## src/rtl/rwd_pkg.sv

```systemverilog
// Shared types for the read/write drain arbiter.
// Assumes: nothing beyond the two service modes.
package rwd_pkg;

    typedef enum logic {
        ARB_READ  = 1'b0,
        ARB_DRAIN = 1'b1
    } arb_mode_e;

endpackage

```

## src/rtl/rwd_order_queue.sv

```systemverilog
// Arrival-ordered request queue with compaction.
// Position 0 holds the oldest entry. A pop removes any position; everything
// behind it moves up one slot, and a push lands at the tail after the pop.
// Assumes: pop_idx < count whenever pop is high. A push into a full queue is
// dropped, even if a pop happens in the same cycle.
module rwd_order_queue #(
    parameter  int DEPTH  = 16,
    parameter  int ADDR_W = 16,
    localparam int IDX_W  = $clog2(DEPTH),
    localparam int CNT_W  = $clog2(DEPTH + 1)
) (
    input  logic                           clk,
    input  logic                           rst_n,
    input  logic                           push,
    input  logic [ADDR_W-1:0]              push_addr,
    input  logic                           pop,
    input  logic [IDX_W-1:0]               pop_idx,
    output logic [DEPTH-1:0]               valid,
    output logic [DEPTH-1:0][ADDR_W-1:0]   slot_addr,
    output logic [CNT_W-1:0]               count,
    output logic                           full
);

    logic [DEPTH-1:0][ADDR_W-1:0] slot_q;
    logic [DEPTH-1:0][ADDR_W-1:0] slot_d;
    logic [DEPTH:0][ADDR_W-1:0]   slot_ext;
    logic [CNT_W-1:0]             cnt_q;
    logic [CNT_W-1:0]             cnt_after_pop;
    logic                         push_ok;

    assign full          = (cnt_q == CNT_W'(DEPTH));
    assign push_ok       = push && !full;
    assign cnt_after_pop = cnt_q - CNT_W'(pop);
    assign slot_ext      = {ADDR_W'(0), slot_q};
    assign slot_addr     = slot_q;
    assign count         = cnt_q;

    // Next slot contents: close the gap at pop_idx, then write the tail.
    always_comb begin
        slot_d = slot_q;
        for (int i = 0; i < DEPTH; i++) begin
            if (pop && (i >= int'(pop_idx))) begin
                slot_d[i] = slot_ext[i+1];
            end
            if (push_ok && (i == int'(cnt_after_pop))) begin
                slot_d[i] = push_addr;
            end
        end
    end

    // Occupancy mask: the positions below the count hold live entries.
    always_comb begin
        for (int i = 0; i < DEPTH; i++) begin
            valid[i] = (i < int'(cnt_q));
        end
    end

    // State update for the slots and the count.
    always_ff @(posedge clk) begin
        if (!rst_n) begin
            slot_q <= '0;
            cnt_q  <= '0;
        end else begin
            slot_q <= slot_d;
            cnt_q  <= cnt_after_pop + CNT_W'(push_ok);
        end
    end

endmodule

```

## src/rtl/rwd_oldest_pick.sv

```systemverilog
// Finds the lowest set bit of a candidate vector, which is the oldest
// eligible queue position.
// Assumes: bit 0 is the oldest position.
module rwd_oldest_pick #(
    parameter int N     = 16,
    parameter int IDX_W = $clog2(N)
) (
    input  logic [N-1:0]     cand,
    output logic             found,
    output logic [IDX_W-1:0] idx
);

    // Walk from newest to oldest so the last hit is the oldest.
    always_comb begin
        found = |cand;
        idx   = '0;
        for (int i = N - 1; i >= 0; i--) begin
            if (cand[i]) begin
                idx = IDX_W'(i);
            end
        end
    end

endmodule

```

## src/rtl/rwd_drain_ctrl.sv

```systemverilog
// Two-mark hysteresis for the service mode.
// Enters drain when write occupancy is above HI_MARK and leaves it once
// occupancy is at or below LO_MARK. Decisions use the registered count, so
// each change shows one cycle after its condition.
// Assumes: LO_MARK < HI_MARK < queue depth.
module rwd_drain_ctrl
    import rwd_pkg::*;
#(
    parameter int CNT_W   = 7,
    parameter int HI_MARK = 40,
    parameter int LO_MARK = 20
) (
    input  logic             clk,
    input  logic             rst_n,
    input  logic [CNT_W-1:0] wr_count,
    output arb_mode_e        mode
);

    arb_mode_e mode_q;
    arb_mode_e mode_d;

    assign mode = mode_q;

    // Next mode from the current mode and the write occupancy.
    always_comb begin
        mode_d = mode_q;
        unique case (mode_q)
            ARB_READ:  if (wr_count >  CNT_W'(HI_MARK)) mode_d = ARB_DRAIN;
            ARB_DRAIN: if (wr_count <= CNT_W'(LO_MARK)) mode_d = ARB_READ;
            default:   mode_d = ARB_READ;
        endcase
    end

    // Mode register.
    always_ff @(posedge clk) begin
        if (!rst_n) begin
            mode_q <= ARB_READ;
        end else begin
            mode_q <= mode_d;
        end
    end

endmodule

```

## src/rtl/rwd_arbiter.sv

```systemverilog
// Read/write arbiter for a memory channel front end.
// Serves the oldest issuable read in read mode and the oldest issuable
// write in drain mode, or in read mode when no read is queued. Gives at
// most one grant per cycle; the granted entry leaves its queue at the clock edge.
// Assumes: issuable vectors are indexed by queue position, bit 0 oldest.
module rwd_arbiter
    import rwd_pkg::*;
#(
    parameter  int RD_DEPTH = 16,
    parameter  int WR_DEPTH = 64,
    parameter  int ADDR_W   = 16,
    parameter  int HI_MARK  = 40,
    parameter  int LO_MARK  = 20,
    localparam int RD_IDX_W = $clog2(RD_DEPTH),
    localparam int WR_IDX_W = $clog2(WR_DEPTH),
    localparam int IDX_W    = (RD_IDX_W > WR_IDX_W) ? RD_IDX_W : WR_IDX_W,
    localparam int RD_CNT_W = $clog2(RD_DEPTH + 1),
    localparam int WR_CNT_W = $clog2(WR_DEPTH + 1)
) (
    input  logic                clk,
    input  logic                rst_n,
    input  logic                rd_push,
    input  logic [ADDR_W-1:0]   rd_push_addr,
    input  logic                wr_push,
    input  logic [ADDR_W-1:0]   wr_push_addr,
    input  logic [RD_DEPTH-1:0] rd_ready,
    input  logic [WR_DEPTH-1:0] wr_ready,
    output logic                gnt_valid,
    output logic                gnt_write,
    output logic [IDX_W-1:0]    gnt_idx,
    output logic [ADDR_W-1:0]   gnt_addr,
    output logic                drain_mode,
    output logic                rd_full,
    output logic                wr_full
);

    if (LO_MARK >= HI_MARK || HI_MARK >= WR_DEPTH) begin : g_bad_marks
        $error("rwd_arbiter: need LO_MARK < HI_MARK < WR_DEPTH");
    end

    logic [RD_DEPTH-1:0]             rd_valid;
    logic [RD_DEPTH-1:0][ADDR_W-1:0] rd_slots;
    logic [RD_CNT_W-1:0]             rd_cnt;
    logic [WR_DEPTH-1:0]             wr_valid;
    logic [WR_DEPTH-1:0][ADDR_W-1:0] wr_slots;
    logic [WR_CNT_W-1:0]             wr_cnt;

    logic                rd_found, wr_found;
    logic [RD_IDX_W-1:0] rd_pick;
    logic [WR_IDX_W-1:0] wr_pick;
    logic                serve_wr;
    logic                rd_pop, wr_pop;
    arb_mode_e           mode;

    rwd_order_queue #(.DEPTH(RD_DEPTH), .ADDR_W(ADDR_W)) u_rdq (
        .clk       (clk),
        .rst_n     (rst_n),
        .push      (rd_push),
        .push_addr (rd_push_addr),
        .pop       (rd_pop),
        .pop_idx   (rd_pick),
        .valid     (rd_valid),
        .slot_addr (rd_slots),
        .count     (rd_cnt),
        .full      (rd_full)
    );

    rwd_order_queue #(.DEPTH(WR_DEPTH), .ADDR_W(ADDR_W)) u_wrq (
        .clk       (clk),
        .rst_n     (rst_n),
        .push      (wr_push),
        .push_addr (wr_push_addr),
        .pop       (wr_pop),
        .pop_idx   (wr_pick),
        .valid     (wr_valid),
        .slot_addr (wr_slots),
        .count     (wr_cnt),
        .full      (wr_full)
    );

    rwd_oldest_pick #(.N(RD_DEPTH), .IDX_W(RD_IDX_W)) u_rdpick (
        .cand  (rd_ready & rd_valid),
        .found (rd_found),
        .idx   (rd_pick)
    );

    rwd_oldest_pick #(.N(WR_DEPTH), .IDX_W(WR_IDX_W)) u_wrpick (
        .cand  (wr_ready & wr_valid),
        .found (wr_found),
        .idx   (wr_pick)
    );

    rwd_drain_ctrl #(.CNT_W(WR_CNT_W), .HI_MARK(HI_MARK), .LO_MARK(LO_MARK)) u_mode (
        .clk      (clk),
        .rst_n    (rst_n),
        .wr_count (wr_cnt),
        .mode     (mode)
    );

    assign drain_mode = (mode == ARB_DRAIN);

    // Choose the queue to serve: writes in drain mode or when no read waits.
    always_comb begin
        serve_wr  = (mode == ARB_DRAIN) || (rd_cnt == '0);
        gnt_write = serve_wr;
        gnt_valid = serve_wr ? wr_found : rd_found;
        rd_pop    = gnt_valid && !serve_wr;
        wr_pop    = gnt_valid &&  serve_wr;
    end

    // Present the index and address of the chosen entry.
    always_comb begin
        if (serve_wr) begin
            gnt_idx  = IDX_W'(wr_pick);
            gnt_addr = wr_slots[wr_pick];
        end else begin
            gnt_idx  = IDX_W'(rd_pick);
            gnt_addr = rd_slots[rd_pick];
        end
    end

endmodule

```

## config.mk

```make
export PLATFORM = sky130hd
export DESIGN_NAME = rwd_arbiter
export DESIGN_NICKNAME = d
export VERILOG_FILES = /design/src/rtl/rwd_pkg.sv /design/src/rtl/rwd_order_queue.sv /design/src/rtl/rwd_oldest_pick.sv /design/src/rtl/rwd_drain_ctrl.sv /design/src/rtl/rwd_arbiter.sv
export SDC_FILE = /design/constraint.sdc
export NUM_CORES = 2
export LEC_CHECK = 0
export ABC_CLOCK_PERIOD_IN_PS = 11200
export BUFFER_PORTS_ARGS = -buffer_cell sky130_fd_sc_hd__buf_4
export CORE_MARGIN = 8
export CORE_UTILIZATION = 60
export CTS_BUF_LIST = sky130_fd_sc_hd__clkbuf_4 sky130_fd_sc_hd__clkbuf_8 sky130_fd_sc_hd__clkbuf_16
export CTS_CLUSTER_DIAMETER = 120
export DETAILED_ROUTE_END_ITERATION = 16
export PLACE_DENSITY = 0.77
export SETUP_SLACK_MARGIN = 0.4
export SYNTH_ARGS = -nofsm -noshare
export SYNTH_HDL_FRONTEND = slang
export SYNTH_HIERARCHICAL = 1
export SYNTH_SLANG_ARGS = --single-unit
export TNS_END_PERCENT = 50
```

## constraint.sdc

```tcl
create_clock -name clk -period 11.2 [get_ports clk]
set_clock_uncertainty 0.1 [all_clocks]
set_input_delay 2.8 -clock clk [delete_from_list [all_inputs] [get_ports clk]]
set_output_delay 2.8 -clock clk [all_outputs]
set_load 0.01 [all_outputs]
```

==> results.py <==
metrics = {
    "outcome": {
        "status": "finished with violations",
        "violations": "max-capacitance violations",
    },
    "setup_path": {
        "cp_max_fo": 26,
        "setup.worst_path.end_class": "output pin",
        "crit_start": "wr_ready[7]",
        "reg2reg_from": "u_wrq/count[1]",
        "crit_arrival_ns": 7.51,
        "crit_path_start_kind": "input port",
        "worstSetupPathType": "input port to output pin",
        "crit_required_ns": 8.30,
    },
    "die": {
        "coreArea_um2": 121000,
        "initial_core_util": 0.602,
        "die_area_um2": 133000,
        "die_h_um": 365,
        "placementRows": 128,
        "die_width_um": 365,
        "ioPinCount": 143,
    },
    "final_layout": {
        "area_delta_synth_final_pct": 9.49,
        "fill_cells": 9733,
        "layout_common_cells": "1,293 x dfxtp_1, 1,045 x mux2i_1, 715 x nand2_1",
        "layout_commonest_cell": "dfxtp_1",
        "nNetsFinal": 7369,
        "drive_gt1_frac": 0.225,
    },
    "global_route": {
        "grt_pass1_wl_um": 447000,
        "grt_max_degree": 201,
        "grt_pass1_vias": 64487,
        "grt_overflow": 0,
        "grt_usage": 0.450,
        "antenna_found_initial": 28,
    },
    "route": {
        "drtAntennaViolNets": 0,
        "routed_via_density": 7.53,
        "vias": 67746,
        "finalWirelength_um": 314000,
        "wire_per_inst_um": 34.9,
        "dr.first_iter.drc_count": 11154,
        "drc_errors": 0,
        "drt_pass1_iterations": 9,
    },
    "clock_tree": {
        "cts_hold_buf": 0,
        "post_cts.repair.setup_buffers": 0,
        "path_clk_slew_ns": 0.06,
        "cts_root_buf": "clkbuf_16",
        "cts_max_level": 4,
        "cts_buffers": 144,
        "clkSinkCount": 1293,
        "tritoncts": "done",
        "clock_path_buffers": 3,
        "ctsResizeCount": 0,
        "clk_latency_ns": 0.82,
    },
    "sta": {
        "setup_viol": 0,
        "hold_viol": 0,
        "tns_ns": 0,
        "clock.fmax_mhz": 96.1,
        "rsz0062_at_grt": "false",
        "layout_min_cycle_time_ns": 10.41,
        "max_slew.worst_pin.slew_ns": 1.49,
        "whs_ns": 0.385,
        "maxSlewViolCount": 0,
        "period_share": 0.929,
        "maxSlewHeadroom": 0.00252,
    },
    "power_and_ir_drop": {
        "p_leak_uw": 0.0322,
        "power.density_nw_per_um2": 317,
        "peakVddDrop_uv": 395,
    },
    "logic_synthesis": {
        "netlist_area_um2": 73100,
        "ys_ff_latch": 1293,
        "synth_area_leader_cell": "dfxtp_1",
        "synth_fp_nets": 7657,
        "synth_edf_count": 0,
        "yosysWarnings": 6,
        "synthArstFlopShare": 0,
        "ys_types": 107,
        "ys_seq_area_frac": 0.354,
        "syn_inst": 7533,
        "synth_top_area_frac": 0.354,
        "synth_flop_cell": "dfxtp_1",
        "yosys-top-cells-area": "dfxtp_1 35%, mux2i_1 14%, mux2_2 8.9%, mux4_2 8.4%, o31ai_1 3.7%",
        "syn_avg_cell_area_um2": 9.70,
    },
    "min_path": {
        "hp-start": "u_wrq/slot_addr[594]",
        "holdCritPathClass": "register to register",
    },
    "placed_design": {
        "io_buffers": 142,
        "dpl.hpwl_um": 205000,
        "gp_congestion": 1.05,
    },
    "job": {
        "maxCapViolCount": 1,
    },
}
stage by stage:
| step | util | power, uW | area (um^2) | worst slack (ns) | std cells |
|---|---|---|---|---|---|
| 6_report | 0.659 | 25400 | 80000 | 0.790 | 9002 |
| 5_1_grt | 0.659 | 25700 | 80000 | 0.779 | 8984 |
| 4_1_cts | 0.659 | 24700 | 80000 | 1.22 | 8984 |
| 3_5_place_dp | 0.618 | 19800 | 75100 | 1.23 | 8724 |
| 3_3_place_gp | 0.618 | 19700 | 75100 | 1.23 | 8724 |
| 2_1_floorplan | - | 15000 | 73100 | 2.27 | 7533 |
kinds of logic (layout without fill, tap and decap cells):
group | after synthesis | in the layout | synth area share
XOR/XNOR | 14 | 14 | 0.00204
AND/OR/NAND/NOR | 1818 | 1818 | 0.119
flip-flops | 1293 | 1293 | 0.354
multiplexers | 1899 | 1899 | 0.317
other | 0 | 18 | 0
adder cells (fa/ha/maj) | 8 | 8 | 0.00137
buffers and inverters | 837 | 663 | 0.0498
AO/OA/AOI/OAI | 1664 | 1664 | 0.157
synth_stat cells (all sizes together) (23+ instances only):
library cell,count
a211oi,269
a21oi,173
a221o,48
a22oi,66
a31oi,40
and2,113
buf,263
clkbuf,532
dfxtp,1293
inv,38
mux2,580
mux2i,1047
mux4,272
nand2,735
nand3,327
nand3b,23
nand4,24
nor2,262
nor2b,33
nor3,182
nor4,27
o211ai,122
o21ai,325
o22ai,144
o31ai,367
cell type report:
class	instances	area [um^2]	area share
multi-input combinational	5403	44100	0.551
sequential	1293	25900	0.323
clock buffer	221	4470	0.0558
timing repair buffer	361	2880	0.0360
tap	1625	2030	0.0254
clock inverter	39	435	0.00544
inverter	42	165	0.00206
antenna	18	45.0	0.000563
final timing paths:
check / depth (start not counted) / end / slack, ns
max reg2reg: 16 / u_wrq/slot_addr[834] / 3.41
min: 2 / u_wrq/slot_addr[578] / 0.38
max: 11 / gnt_addr[9] / 0.79
min reg2reg: 2 / u_wrq/slot_addr[578] / 0.38
critical path, cell delays in order:
cell and delay [ns]:
buf_4 0.10, and2_1 0.17, nor4_1 0.78, nand3_1 0.35, a21oi_4 0.77, and3b_1 0.65, a22oi_1 0.62, nand4_1 0.50
nand2_1 0.24, nand3_1 0.23, buf_4 0.24
state kept, by name (all words and copies together) (netlist names):
| register | count |
|---|---|
| u_wrq/slot_addr | 1024 |
| u_rdq/slot_addr | 256 |
| u_mode/mode | 1 |
| u_rdq/count | 5 |
| u_wrq/count | 7 |
where the power goes:
| group | total, uW | internal (uW) | switching [uW] |
|---|---|---|---|
| Sequential | 5320 | 4960 | 360 |
| Clock | 4990 | 2890 | 2090 |
| Combinational | 15100 | 5120 | 9970 |
layer usage:
| layer | part of all wire | track usage |
|---|---|---|
| met4 | 0.10 | 0.367 |
| met2 | 0.41 | 0.648 |
| met1 | 0.34 | 0.511 |
| met5 | 0.00090 | 0 |
| met3 | 0.15 | 0.204 |
Power figures use the tool's default switching activity.
